<file path="src/rtl/reshuffle_pkg.sv">
package reshuffle_pkg;

    // Per-lane select code of the local multiplexer stage
    typedef enum logic [1:0] {
        SEL_SELF     = 2'b00,
        SEL_LEFT     = 2'b01,
        SEL_RIGHT    = 2'b10,
        SEL_SELF_ALT = 2'b11
    } lane_sel_e;

endpackage

</file>
<file path="src/rtl/reshuffle_cfg.sv">
module reshuffle_cfg #(
    parameter int LANES   = 8,
    parameter int SHIFT_W = $clog2(LANES)
) (
    input  logic                 clk,
    input  logic                 rst_n,
    input  logic                 cfg_load,
    input  logic [SHIFT_W-1:0]   cfg_shift,
    input  logic [2*LANES-1:0]   cfg_sel,
    input  logic                 cfg_update,
    output logic [SHIFT_W-1:0]   act_shift,
    output logic [2*LANES-1:0]   act_sel
);

    typedef struct packed {
        logic [SHIFT_W-1:0] shift;
        logic [2*LANES-1:0] sel;
    } map_t;

    typedef struct packed {
        map_t shadow;
        map_t active;
    } cfg_state_t;

    cfg_state_t state_d, state_q;

    always_comb begin
        state_d = state_q;
        // The update reads the shadow as it stood before this edge
        if (cfg_update) begin
            state_d.active = state_q.shadow;
        end
        if (cfg_load) begin
            state_d.shadow.shift = cfg_shift;
            state_d.shadow.sel   = cfg_sel;
        end
    end

    always_ff @(posedge clk or negedge rst_n) begin
        if (!rst_n) begin
            state_q <= '0;
        end else begin
            state_q <= state_d;
        end
    end

    assign act_shift = state_q.active.shift;
    assign act_sel   = state_q.active.sel;

    // an update installs the shadow held before the edge, not a simultaneous load
    assert_update_takes_old_shadow_R6: assert property (@(posedge clk) disable iff (!rst_n)
        (cfg_update && cfg_load) |=> (act_shift == $past(state_q.shadow.shift)
                                      && act_sel == $past(state_q.shadow.sel)));

    // without an update the active mapping never moves
    assert_active_holds_R4: assert property (@(posedge clk) disable iff (!rst_n)
        !cfg_update |=> ($stable(act_shift) && $stable(act_sel)));

endmodule

</file>
<file path="src/rtl/reshuffle_rotator.sv">
module reshuffle_rotator #(
    parameter int LANES   = 8,
    parameter int SHIFT_W = $clog2(LANES)
) (
    input  logic [LANES-1:0]   word_in,
    input  logic [SHIFT_W-1:0] amount,
    output logic [LANES-1:0]   word_out
);

    logic [SHIFT_W:0][LANES-1:0] stage_w;

    assign stage_w[0] = word_in;

    // Stage k rotates by 2**k toward lane 0 when amount bit k is set
    for (genvar k = 0; k < SHIFT_W; k++) begin : g_stage
        localparam int STEP = 1 << k;
        assign stage_w[k+1] = amount[k]
            ? {stage_w[k][STEP-1:0], stage_w[k][LANES-1:STEP]}
            : stage_w[k];
    end

    assign word_out = stage_w[SHIFT_W];

endmodule

</file>
<file path="src/rtl/reshuffle_local_mux.sv">
module reshuffle_local_mux
    import reshuffle_pkg::*;
#(
    parameter int LANES = 8
) (
    input  logic [LANES-1:0]   word_in,
    input  logic [2*LANES-1:0] sel,
    output logic [LANES-1:0]   word_out
);

    for (genvar i = 0; i < LANES; i++) begin : g_lane
        localparam int LEFT  = (i + LANES - 1) % LANES;
        localparam int RIGHT = (i + 1) % LANES;
        logic pick;

        always_comb begin
            case (lane_sel_e'(sel[2*i +: 2]))
                SEL_LEFT:  pick = word_in[LEFT];
                SEL_RIGHT: pick = word_in[RIGHT];
                default:   pick = word_in[i];
            endcase
        end

        assign word_out[i] = pick;
    end

endmodule

</file>
<file path="src/rtl/wdm_bit_reshuffler.sv">
module wdm_bit_reshuffler
    import reshuffle_pkg::*;
#(
    parameter int LANES   = 8,
    parameter int SHIFT_W = $clog2(LANES)
) (
    input  logic                 clk,
    input  logic                 rst_n,
    input  logic                 in_valid,
    input  logic [LANES-1:0]     in_data,
    input  logic                 cfg_load,
    input  logic [SHIFT_W-1:0]   cfg_shift,
    input  logic [2*LANES-1:0]   cfg_sel,
    input  logic                 cfg_update,
    output logic                 out_valid,
    output logic [LANES-1:0]     out_data
);

    typedef struct packed {
        logic             valid;
        logic [LANES-1:0] data;
    } out_state_t;

    logic [SHIFT_W-1:0] act_shift;
    logic [2*LANES-1:0] act_sel;
    logic [LANES-1:0]   rot_word;
    logic [LANES-1:0]   mixed_word;
    logic               all_self;
    out_state_t         state_d, state_q;

    reshuffle_cfg #(.LANES(LANES), .SHIFT_W(SHIFT_W)) u_cfg (
        .clk        (clk),
        .rst_n      (rst_n),
        .cfg_load   (cfg_load),
        .cfg_shift  (cfg_shift),
        .cfg_sel    (cfg_sel),
        .cfg_update (cfg_update),
        .act_shift  (act_shift),
        .act_sel    (act_sel)
    );

    reshuffle_rotator #(.LANES(LANES), .SHIFT_W(SHIFT_W)) u_rot (
        .word_in  (in_data),
        .amount   (act_shift),
        .word_out (rot_word)
    );

    reshuffle_local_mux #(.LANES(LANES)) u_mux (
        .word_in  (rot_word),
        .sel      (act_sel),
        .word_out (mixed_word)
    );

    always_comb begin
        all_self = 1'b1;
        for (int i = 0; i < LANES; i++) begin
            if (act_sel[2*i +: 2] == SEL_LEFT || act_sel[2*i +: 2] == SEL_RIGHT) begin
                all_self = 1'b0;
            end
        end
    end

    always_comb begin
        state_d       = state_q;
        state_d.valid = in_valid;
        if (in_valid) begin
            state_d.data = mixed_word;
        end
    end

    always_ff @(posedge clk or negedge rst_n) begin
        if (!rst_n) begin
            state_q <= '0;
        end else begin
            state_q <= state_d;
        end
    end

    assign out_valid = state_q.valid;
    assign out_data  = state_q.data;

    // valid is carried with exactly one cycle of delay
    assert_valid_follows_R7: assert property (@(posedge clk) disable iff (!rst_n)
        in_valid |=> out_valid);
    assert_invalid_follows_R7: assert property (@(posedge clk) disable iff (!rst_n)
        !in_valid |=> !out_valid);

    // idle cycles leave the output word untouched
    assert_idle_hold_R8: assert property (@(posedge clk) disable iff (!rst_n)
        !in_valid |=> $stable(out_data));

    // the rotator only moves bits, never creates or drops them
    assert_rotate_weight_R2: assert property (@(posedge clk) disable iff (!rst_n)
        $countones(rot_word) == $countones(in_data));

    // with every lane on its own position the whole path keeps the weight
    assert_self_path_weight_R2: assert property (@(posedge clk) disable iff (!rst_n)
        (in_valid && all_self) |=> ($countones(out_data) == $past($countones(in_data))));

endmodule

</file>
<file path="config.mk">
export PLATFORM = sky130hd
export DESIGN_NAME = wdm_bit_reshuffler
export DESIGN_NICKNAME = d
export VERILOG_FILES = /design/src/rtl/reshuffle_pkg.sv /design/src/rtl/reshuffle_cfg.sv /design/src/rtl/reshuffle_rotator.sv /design/src/rtl/reshuffle_local_mux.sv /design/src/rtl/wdm_bit_reshuffler.sv
export SDC_FILE = /design/constraint.sdc
export NUM_CORES = 1
export LEC_CHECK = 0
export BUFFER_PORTS_ARGS = -buffer_cell sky130_fd_sc_hd__buf_2
export CORE_AREA = 3 3 66 84
export DETAILED_ROUTE_END_ITERATION = 6
export DIE_AREA = 0 0 69 87
export PLACE_DENSITY = 0.72
export SLEW_MARGIN = 25
export SYNTH_ARGS = -nofsm -noshare
export SYNTH_HDL_FRONTEND = slang
export SYNTH_SLANG_ARGS = --single-unit
</file>
<file path="constraint.sdc">
create_clock -name clk -period 2.45 [get_ports clk]
set_clock_uncertainty 0.15 [all_clocks]
set_input_delay 0.1225 -clock clk [delete_from_list [all_inputs] [get_ports clk]]
set_output_delay 0.1225 -clock clk [all_outputs]
set_load 0.005 [all_outputs]
</file>
==> summary.txt <==
Global route
  • Largest net degree at the start of global routing: 36
  • GRT Overall Usage: approximately 16%
  • Vias in the first global route: 1675
  • Remaining global-route overflow: 0
  • First-pass GRT wire length: between 7 and 8 mm
  • Initial antenna violation count: 0

Finish
  • N_diodes: 0
  • Share of post-route cells with drive strength above 1: 31.13%
  • Fin nets: roughly 300
  • Layout area overhead: 23.45%
  • Most frequent cells in the layout: 47 x dfrtp_1, 40 x buf_2, 23 x inv_1
  • Fin cells: approximately 320
  • Commonest non-fill, non-tap cell in the layout: dfrtp_1

Synthesis
  • Synth Area in Compound Gates: 10.55%
  • Seq/Total Area, Yosys: about half
  • Adder-Cell Fraction of Synth Area: ~8.4%
  • Post-Synth XOR/XNOR Area: 0%
  • Syn Area/Cell: approximately 12 um^2
  • Register bit total from synthesis: 47
  • Post-Syn Instances: just under 200
  • Mapped cell area: about 2400 um^2
  • Yosys warnings: 0
  • Syn nets: 246
  • Synth cell types: 21
  • Simple-gate share of the synthesized area: under 10%
  • Mux contribution to synthesized area: ~22%
  • Largest family of logic cells by synthesized area: multiplexers

Floorplan
  • Die span in x: ~69 um
  • Starting Density: 50.05%
  • Die height: ~87 um
  • Die area: between 6000 and 7000 um^2
  • Cell Rows: 28
  • I/O pin count: between 40 and 50
  • Core Area: 4765 um^2

STA
  • Hold Vio Cnt, Final: 0
  • RSZ-0062 raised after global routing: false
  • Crit share post-route: between 80 and 90%
  • Slew @ Worst Pin: roughly 0.56 ns
  • F_max: 0.4709 GHz
  • Setup Viol. Count Final: 0
  • Worst rel slew slack: 62.41%
  • Tmin final: roughly 2.1 ns
  • Setup TNS: 0 ns
  • Slew Viols, Final: 0
  • Setup ws final: 0.3266 ns

Outcome
  • Outcome: complete, no violations

Worst setup path
  • CP Cell Sequence: mux2_2 -> mux4_2 -> a22oi_1 -> a31oi_1
  • Delay-heaviest family, CP: multiplexers
  • Delay of the slowest cell on the worst path: 0.58 ns
  • CP max FO: 9
  • Startpoint types: flop
  • CP Class: flop to flop
  • Critical path arrival: between 2 and 2.5 ns
  • CP max stage cell: dfrtp_1
  • WP buf/inv: 0
  • Crit path required time: between 2 and 2.5 ns
  • Crit end category: flop

CTS
  • H-tree levels: 2
  • CTS Sinks: 47
  • Hold_buf cts: 21
  • Post-CTS Setup Inserts: 0
  • CTS tree: done
  • Clock Pin Slew Worst Setup and Hold Paths: roughly 0.080 ns
  • Post-CTS sizing: 0
  • Clock buffer depth: 2
  • CTS root buf: clkbuf_8
  • CTS Buf Count: 5
  • Clk_lat worst skew: 0.29 ns

Drt
  • Number of vias per cell: about 5.3
  • Total vias in the final route: about 1700
  • DRC viols: 0
  • Initial drt markers: 69
  • Routed Antenna Nets: 0
  • Wirelength per Cell: approximately 14 um
  • Number of detailed-route iterations in the first pass: 4
  • DRT Wirelength: 4.447 mm

Worst hold path
  • Worst Hold Class: input pin to async pin

Placement
  • Final GP Congestion: 0.7855
  • Port Buffers: 40
  • Pre-CTS WS: approximately 0.35 ns
  • DP Cell Count: approximately 290
  • Post-DP HPWL: between 3 and 4 mm

Power
  • Static leakage: around 1.4 nW
  • Total power: approximately 2.0 mW
  • PD cells: between 600 and 700 nW/um^2
  • IR Drop Worst-Case VDD: approximately 0.00053 V

Job
  • Max Cap Viol: 0
synth_stat cells:
master     number  area, um^2
dfrtp_1        47        1176
o22ai_1         5       31.28
a31oi_1         5       31.28
nand2_1        21       78.83
mux4_2          8       180.2
a22oi_1         7       52.55
o32ai_1         2       17.52
ha_1           16       200.2
buf_1           1       3.750
inv_1          23       86.33
buf_2           2       10.01
nor2_1          2       7.510
o21ai_0        17       85.08
mux2_1          8       90.09
buf_6           1       11.26
a21oi_1         2       10.01
clkbuf_1        7       26.28
mux2_4          4       60.06
a221oi_2        1       15.01
o2bb2ai_1       1       8.760
mux2_2         18       202.7
cells by family after synthesis:
family                     Yosys count
and+or+nand+nor                     23
DFF                                 47
adders and majority gates           16
AOI/OAI and AO/OA                   40
muxes                               38
buffers and inverters               34
routing by layer:
layer,GRT usage [%],wire (um)
met1,20.00,1845
met2,28.56,2372
met3,3.464,199
met4,4.973,29
met5,0,0
where the power goes:
group / total (mW) / leakage (nW) / switching, mW / internal, mW
logic: 0.488 / 0.775 / 0.222 / 0.266
clock network: 0.581 / 0.0612 / 0.250 / 0.330
registers: 0.973 / 0.557 / 0.0861 / 0.887
cell type report:
type                       count  area (um^2)
clock buffer                   6        82.58
clock inverter                 2        35.03
fill                         424         1821
inverter                      23        86.33
multi-input combinational    117         1071
sequential                    47         1176
tap                           60        75.07
timing repair buffer          62        417.9
worst paths after layout:
path                                           startpoint                             to  slack, ns  cells after the start
max reg2reg                u_cfg.act_shift[2]$_DFFE_PN0P_        out_data[7]$_DFFE_PN0P_       0.33                      4
max                        u_cfg.act_shift[2]$_DFFE_PN0P_        out_data[7]$_DFFE_PN0P_       0.33                      4
min                                                 rst_n  u_cfg.state_q[21]$_DFFE_PN0P_       0.12                      2
min in group clk                               cfg_update  u_cfg.act_sel[14]$_DFFE_PN0P_       0.19                      3
min reg2reg                 u_cfg.state_q[19]$_DFFE_PN0P_   u_cfg.act_sel[0]$_DFFE_PN0P_       0.33                      2
max in group asynchronous                           rst_n   u_cfg.act_sel[8]$_DFFE_PN0P_       1.31                      3
metrics by stage:
stage,hold slack [ns],util (%),cell area (um^2)
6_report,0.1227,61.79,2944
5_1_grt,0.1419,61.79,2944
4_1_cts,0.09034,61.79,2944
3_5_place_dp,-0.1228,54.91,2616
3_3_place_gp,-0.1254,54.91,2616
2_1_floorplan,-0.3231,-,2385
flip-flops by register name (all words and copies together) (netlist names):
name             flops
u_cfg.state_q       19
u_cfg.act_shift      3
out_valid            1
out_data             8
u_cfg.act_sel       16
Note: power is estimated with default switching activity, not from simulation.
